==> config.mk <==
export PLATFORM = sky130hd
export DESIGN_NAME = irq_prio_ctrl
export DESIGN_NICKNAME = d
export VERILOG_FILES = /design/src/rtl/irq_prio_pkg.sv /design/src/rtl/irq_hi_find.sv /design/src/rtl/irq_vec_bank.sv /design/src/rtl/irq_prio_ctrl.sv
export SDC_FILE = /design/constraint.sdc
export NUM_CORES = 2
export LEC_CHECK = 0
export CAP_MARGIN = 40
export CORE_ASPECT_RATIO = 1.1
export CORE_MARGIN = 2
export CORE_UTILIZATION = 42
export DETAILED_ROUTE_END_ITERATION = 6
export PLACE_DENSITY = 0.65
export SLEW_MARGIN = 20
export SYNTH_ARGS = -nofsm -noshare
export SYNTH_HDL_FRONTEND = slang
export SYNTH_HIERARCHICAL = 1
export SYNTH_SLANG_ARGS = --single-unit
==> constraint.sdc <==
create_clock -name clk -period 6 [get_ports clk]
set_input_delay 1.2 -clock clk [delete_from_list [all_inputs] [get_ports clk]]
set_output_delay 1.2 -clock clk [all_outputs]
set_load 0.01 [all_outputs]
==> src/rtl/irq_prio_pkg.sv <==
package irq_prio_pkg;

  localparam int VEC_W = 8;

  function automatic logic [VEC_W-1:0] proc_priority(
      input logic [VEC_W-1:0] task_pri,
      input logic             svc_any,
      input logic [VEC_W-1:0] svc_top);
    if (!svc_any || (task_pri[7:4] >= svc_top[7:4]))
      return task_pri;
    return {svc_top[7:4], 4'h0};
  endfunction

  function automatic logic class_masked(
      input logic [VEC_W-1:0] ppr,
      input logic [VEC_W-1:0] pend_top);
    return (ppr != '0) && (pend_top[7:4] <= ppr[7:4]);
  endfunction

  function automatic logic ack_refused(
      input logic [VEC_W-1:0] task_pri,
      input logic [VEC_W-1:0] pend_top);
    return (task_pri != '0) && (pend_top <= task_pri);
  endfunction

endpackage

==> src/rtl/irq_hi_find.sv <==
module irq_hi_find #(
  parameter int N  = 256,
  localparam int IW = $clog2(N)
) (
  input  logic [N-1:0]  bits,
  output logic          found,
  output logic [IW-1:0] idx
);
  always_comb begin
    found = 1'b0;
    idx   = '0;
    for (int i = 0; i < N; i++) begin
      if (bits[i]) begin
        found = 1'b1;
        idx   = IW'(i);
      end
    end
  end
endmodule

==> src/rtl/irq_vec_bank.sv <==
module irq_vec_bank #(
  parameter int N      = 256,
  parameter int WORD_W = 32,
  localparam int WORDS = N / WORD_W
) (
  input  logic         clk,
  input  logic         rst_n,
  input  logic [N-1:0] set_mask,
  input  logic [N-1:0] clr_mask,
  output logic [N-1:0] q
);
  for (genvar w = 0; w < WORDS; w++) begin : g_word
    logic [WORD_W-1:0] word_q;
    always_ff @(posedge clk) begin
      if (!rst_n)
        word_q <= '0;
      else
        word_q <= (word_q & ~clr_mask[w*WORD_W +: WORD_W])
                | set_mask[w*WORD_W +: WORD_W];
    end
    assign q[w*WORD_W +: WORD_W] = word_q;
  end
endmodule

==> src/rtl/irq_prio_ctrl.sv <==
module irq_prio_ctrl #(
  parameter int NUM_VEC = 256,
  parameter int WORD_W  = 32,
  parameter int DATA_W  = 32,
  parameter int CFG_W   = 9
) (
  input  logic              clk,
  input  logic              rst_n,
  input  logic              post_valid,
  input  logic [7:0]        post_vec,
  input  logic              post_level,
  input  logic [7:0]        tpr,
  input  logic              cfg_we,
  input  logic [DATA_W-1:0] cfg_wdata,
  input  logic              ack,
  input  logic              eoi,
  output logic              irq,
  output logic [7:0]        ack_vec,
  output logic              ack_level,
  output logic              post_new
);
  import irq_prio_pkg::*;

  localparam int VW = $clog2(NUM_VEC);
  localparam logic [NUM_VEC-1:0] ONE = {{(NUM_VEC-1){1'b0}}, 1'b1};
  localparam logic [CFG_W-1:0] CFG_RST = CFG_W'(9'h0FF);

  logic [CFG_W-1:0] cfg_q;
  logic             sv_en;
  logic [NUM_VEC-1:0] irr_q, isr_q, tmr_q;
  logic             irr_any, isr_any;
  logic [VW-1:0]    irr_top, isr_top;
  logic [7:0]       ppr;
  logic             pend_masked, ack_grant;
  logic [NUM_VEC-1:0] post_oh, grant_oh, retire_oh;
  logic [NUM_VEC-1:0] lvl_set, lvl_clr;

  always_ff @(posedge clk) begin
    if (!rst_n)
      cfg_q <= CFG_RST;
    else if (cfg_we)
      cfg_q <= cfg_wdata[CFG_W-1:0];
  end
  assign sv_en = cfg_q[8];

  irq_hi_find #(.N(NUM_VEC)) u_find_irr (.bits(irr_q), .found(irr_any), .idx(irr_top));
  irq_hi_find #(.N(NUM_VEC)) u_find_isr (.bits(isr_q), .found(isr_any), .idx(isr_top));

  assign ppr         = proc_priority(tpr, isr_any, isr_top);
  assign pend_masked = class_masked(ppr, irr_top);
  assign irq         = sv_en && irr_any && !pend_masked;

  assign ack_grant = ack && sv_en && irr_any && !ack_refused(tpr, irr_top);
  assign ack_vec   = ack_grant ? irr_top : cfg_q[7:0];
  assign ack_level = ack_grant && tmr_q[irr_top];
  assign post_new  = post_valid && !irr_q[post_vec];

  assign post_oh   = post_valid ? (ONE << post_vec) : '0;
  assign grant_oh  = ack_grant ? (ONE << irr_top) : '0;
  assign retire_oh = (eoi && isr_any) ? (ONE << isr_top) : '0;
  assign lvl_set   = post_level ? post_oh : '0;
  assign lvl_clr   = post_level ? '0 : post_oh;

  irq_vec_bank #(.N(NUM_VEC), .WORD_W(WORD_W)) u_irr (
    .clk(clk), .rst_n(rst_n), .set_mask(post_oh), .clr_mask(grant_oh), .q(irr_q));
  irq_vec_bank #(.N(NUM_VEC), .WORD_W(WORD_W)) u_isr (
    .clk(clk), .rst_n(rst_n), .set_mask(grant_oh), .clr_mask(retire_oh), .q(isr_q));
  irq_vec_bank #(.N(NUM_VEC), .WORD_W(WORD_W)) u_tmr (
    .clk(clk), .rst_n(rst_n), .set_mask(lvl_set), .clr_mask(lvl_clr), .q(tmr_q));

endmodule

Word-level counts from Yosys, hierarchy flattened
Cells that the tools add are included.

storage, ports and cells
  register bits after elaboration = 777
  input bits = 55
  output and inout bits = 11
  word-level logic and storage cells = 1157

operators by class
  magnitude comparators = 5
  shifts and indexed selects = 3
  mux-type cells = 1035
  bitwise logic cells = 72
  reductions and logical operators = 17

operators by type and width
  kind                                                                  number
  8-bit 2-to-1 mux                                                      259
  256-bit 2-to-1 mux                                                    5
  7-bit 2-to-1 mux                                                      128
  32-bit AND                                                            24
  32-bit NOT                                                            24
  32-bit OR                                                             24
  1-bit by 8-bit left shift with 256-bit output, first input constant   3
  1-bit 2-to-1 mux                                                      517
  6-bit 2-to-1 mux                                                      64
  5-bit 2-to-1 mux                                                      32
  4-bit 2-to-1 mux                                                      16
  3-bit 2-to-1 mux                                                      8
  8-bit by 9-bit < comparator with 1-bit output, second input constant  2
  1-bit binary-select mux with 8-bit select                             2
  8-bit nonzero test                                                    2
  1-bit logical AND                                                     10
  8-bit <= comparator                                                   1
  2-bit 2-to-1 mux                                                      4
  4-bit >= comparator                                                   1
  4-bit <= comparator                                                   1
  1-bit zero test                                                       4
  1-bit logical OR                                                      1

Logic depth before layout (Yosys ltp)
  depth in word-level cells = 264
  gate-level depth with buffers = 25
  gate-level depth less buffers = 23

Hierarchy
Netlist, hierarchy kept.

by module, submodules not included
  module         instances  cells each  area an instance (sq um)  sequential area each (sq um)
  irq_vec_bank   3          796         8848.5                    5124.9
  irq_prio_ctrl  1          2302        13482.9                   180.2
  irq_hi_find    2          601         3344.5                    0.0

Worst setup path before layout
OpenSTA, ideal clock, no wires.

  path kind = flip-flop to output port
  start point = register u_irr.g_word[2].word_q[0]
  end point = output port ack_level
  arrival time = 4305 ps
  data required time = 4800 ps
  slack = 495 ps
  stages on the path, launching flop included = 22
  buffers on the path = 4
  path through = dfxtp_1 or4_1 nor4_1 o221ai_1 a31o_1 a2111oi_0 a211oi_1 o21ai_1 buf_4 buf_6 inv_1 clkbuf_1 ha_1 nor2b_1 o21a_1 o21a_1 o21bai_1 a21oi_1 o2111ai_2 buf_6 or3_1 a2111oi_2

on the way
  longest elaborated chain between the ends = 197
  elaborated cells between the ends (all ways) = 392
  classes of those cells = order compare (1); mux (386); reduce/logical (5)

RTL lines
  element                                                                            RTL line             source
  start, declared                                                                    irq_vec_bank.sv:13   logic [WORD_W-1:0] word_q;
  start signal, assigned                                                             irq_vec_bank.sv:18   word_q <= (word_q & ~clr_mask[w*WORD_W +: WORD_W])
  7-bit 2-to-1 mux (*) (64 in a row)                                                 irq_hi_find.sv:13    if (bits[i]) begin
  8-bit 2-to-1 mux (*) (128 in a row)                                                irq_hi_find.sv:13
  named net irr_top[0]                                                               irq_prio_ctrl.sv:32  logic [VW-1:0] irr_top, isr_top;
  branches (longest 4 deep; another with 1-bit binary-select mux with 8-bit select)  n/a
  1-bit logical AND (*)                                                              irq_prio_ctrl.sv:55  assign ack_level = ack_grant && tmr_q[irr_top];
  end, declared                                                                      irq_prio_ctrl.sv:19  output logic ack_level,

Mark *: on every way through the listed nets, which the timed path passes. The select of a mux whose other input is x is not followed.

Worst setup path after layout
  start point = register u_irr.g_word[2].word_q[4]
  end point = output port ack_level

on the way
  longest elaborated chain between the ends = 193
  elaborated cells between the ends (all ways) = 384
  classes of those cells = order compare (1); mux (378); reduce/logical (5)

RTL lines
  element                                                                            RTL line
  7-bit 2-to-1 mux (*) (60 in a row)                                                 irq_hi_find.sv:13
  8-bit 2-to-1 mux (*) (128 in a row)                                                irq_hi_find.sv:13
  named net irr_top[0]                                                               irq_prio_ctrl.sv:32
  branches (longest 4 deep; another with 1-bit binary-select mux with 8-bit select)  n/a
  1-bit logical AND (*)                                                              irq_prio_ctrl.sv:55

Marks and branches as above.

==> metrics.yaml <==
cp.required_ns: 4.80
grt_pass1_wl_um: 296000
grtUsageMet2_pct: 53.7
numCtsBuffers: 90
fin_area_mm2: 0.0564
rsz0062_at_grt: "yes"
grt_max_degree: 184
peakVddDrop_uv: 202
design.core.area_mm2: 0.111
first_pass_iters: 6
startpoint_type: "flop"
synth_edf_count: 0
fin_nets: 6411
root_buffer: "clkbuf_16"
fin_util_pct: 51.1
tightest_slew_ns: 1.11
wire_per_inst_um: 26.3
cts_max_level: 3
clkPwrFrac_pct: 47.1
drt_wl_total_um: 206000
cap_viol_max_count: 0
gp_congestion: 1.04
area_growth_pct: 20.8
drc: 0
vias_per_cell: 6.02
cts_tree: "yes"
period_minus_slack_ns: 6.35
dieWidth_um: 322
design.die.area_mm2: 0.114
place_area_mm2: 0.0523
seqPwrFrac_pct: 40.8
grt.busiest_layer: "met2"
grt_pass1_vias: 45200
synthArstFlopShare_pct: 0
path_clk_slew_ns: 0.06
power.total_w: 0.0127
timing.final.crit_share_pct: 106
synth_cells: 5892
hpwlAfterDp_um: 153000
status: "finished with violations"
ys_ff_latch: 777
syn_avg_cell_area_um2: 7.93
p_sw_share_pct: 26.8
p_sw_w: 0.00340
dr.first_iter.drc_count: 5982
setup_ws_ns: -0.355
yosysWarnings: 6
drive_gt1_share_pct: 17.1
p_int_w: 0.00928
grtUsageTotal_pct: 34.9
end_kind: "primary output"
crit_fanout: 6
start_util_pct: 42.3
cts.sinks: 777
met1_usage_pct: 42.6
leakage_nw: 23.3
finalSetupViolations: 9
maxSlewViolCount: 0
syn_area_mm2: 0.0467
tns_ns: -1.14
grt.overflow.total: 0
crit_type: "reg -> out"
fmax_mhz: 157
finalClockSkew_ns: 0.0202
antenna_found_initial: 5
drt.antenna.violating_nets: 0
io_buffer_count: 42
violations: "negative setup slack"
hold_class: "reg -> reg"
row_count: 128
via_count: 47200
syn_nets: 5963
arrival_ns: 5.15
slew_headroom_pct: 25.8
die_h_um: 354
synth_seq_area_share_pct: 33.3
io-pin-count: 66
cts_buffer_depth: 3
ys_types: 74
met3_usage_pct: 7.52
whs_ns: 0.477
power_density_mw_per_mm2: 225
synthFlopType: "dfxtp_1"
ctsHoldBuffers: 0
clock_latency_ns: 0.68
hold_viol: 0
combPwrFrac_pct: 12.1
[synth_stat cells (all sizes together), types with 11 or more instances]
| cell type | number | area share (%) |
|---|---|---|
| o21bai | 11 | 0.18 |
| nand3 | 91 | 0.97 |
| nor2b | 816 | 11 |
| o311ai | 14 | 0.26 |
| mux2 | 14 | 0.34 |
| a211oi | 29 | 0.47 |
| and3 | 188 | 2.5 |
| nand2 | 289 | 2.3 |
| o211ai | 22 | 0.35 |
| or3 | 13 | 0.17 |
| dfxtp | 777 | 33 |
| a211o | 12 | 0.22 |
| mux2i | 39 | 0.84 |
| a2111oi | 24 | 0.47 |
| nand2b | 46 | 0.62 |
| o31ai | 29 | 0.47 |
| a21oi | 113 | 1.2 |
| o21a | 780 | 13 |
| or4 | 26 | 0.46 |
| nand4 | 28 | 0.37 |
| nor4 | 167 | 2.2 |
| clkbuf | 180 | 1.4 |
| inv | 112 | 0.90 |
| and2 | 99 | 1.3 |
| ha | 16 | 0.43 |
| o21ai | 96 | 1.0 |
| o2111ai | 13 | 0.26 |
| nor3 | 363 | 3.9 |
| a31oi | 13 | 0.17 |
| nor2 | 1062 | 8.6 |
| buf | 170 | 2.4 |
| mux4 | 130 | 6.3 |
[repair_timing]
action | CTS | global route
setup endpoints to repair | 10 | 10
pin swaps | 29 | 32
gates resized for setup | 86 | 76
cloned | 2 | 1
buffers inserted | 7 | 12
[worst paths after layout]
check | startpoint | endpoint | slack [ns] | cells past startpoint
worst max-delay path | u_irr/g_word[2].word_q[4] | ack_level | -0.35 | 18
worst min-delay path | cfg_q[2] | cfg_q[2] | 0.48 | 2
worst max register to register | u_irr/g_word[2].word_q[4] | u_irr/g_word[0].word_q[29] | 0.56 | 24
worst min register to register | cfg_q[2] | cfg_q[2] | 0.48 | 2
[flip-flops by register name, indices dropped and copies added (netlist names)]
signal	cells
cfg_q	9
u_irr/g_word.word_q	256
u_isr/g_word.word_q	256
u_tmr/g_word.word_q	256
[worst max-delay path, stage by stage (launching register included)]
cell       delay [ns]
dfxtp_2          0.32
or4_4            0.57
nor4_2           0.14
o221ai_1         0.17
a31o_1           0.26
a2111oi_2        0.30
buf_4            0.20
a211oi_4         0.08
o21ai_4          0.22
buf_12           0.21
buf_4            0.13
mux4_2           0.50
mux4_2           0.49
mux2i_1          0.17
buf_4            0.16
a21oi_4          0.07
nor3_2           0.25
a2111oi_4        0.08
buf_2            0.15
[power groups by stage]
stage	logic, W	clock network, W	registers [W]
after floorplan	0.000775	0	0.00529
after global placement	0.00139	0	0.00529
after detailed placement	0.00140	0	0.00529
after CTS	0.00145	0.00603	0.00518
after global routing	0.00159	0.00624	0.00517
final	0.00153	0.00597	0.00518
[through the flow]
stage / setup slack [ns] / cells
floorplan: 0.495 / 5892
global placement: -0.353 / 7645
detailed placement: -0.320 / 7649
CTS: -0.411 / 7824
global route: -0.504 / 7844
finish: -0.355 / 7846
[final cells by class]
cell class	count	area (µm²)
sequential	777	15600
inverter	112	420
antenna	2	5.00
timing repair buffer	706	5890
clock buffer	129	2690
tap	1430	1790
fill	10700	54100
clock inverter	37	480
multi-input combinational	4653	29600
[cells by family (layout without fill, tap and decap cells)]
group | Yosys count | in the layout | share of synthesized area, %
and+or+nand+nor | 3216 | 3216 | 34.9
AOI/OAI and AO/OA | 1238 | 1238 | 19.1
DFF | 777 | 777 | 33.3
buffers and inverters | 462 | 984 | 4.74
muxes | 183 | 183 | 7.44
adders and majority gates | 16 | 16 | 0.429
other | 0 | 2 | 0
[placed cells by master (no fill, tap or decap), types with 27 or more instances in the layout]
cell type and instances:
nor4_1 140, buf_4 622, nand2_1 286, nor2_1 1054
nor3_1 358, and2_1 95, mux2i_1 39, nor2b_1 816
nand2b_1 43, o31ai_1 27, dfxtp_1 771, inv_1 111
a211oi_1 27, a21oi_1 108, clkbuf_16 96, and3_1 186
o21ai_0 82, mux4_2 130, o21a_1 779, nand3_1 84
nand4_1 28
[metal layers]
layer	up-vias	share of wire, %	wire [µm]
met3	598	9.0	18500
met5	-	0	0
met4	0	8.8	18200
met1	22700	38	79200
li1	21600	-	-
met2	2359	44	90400
No activity file was read; power rests on OpenSTA's default activity.
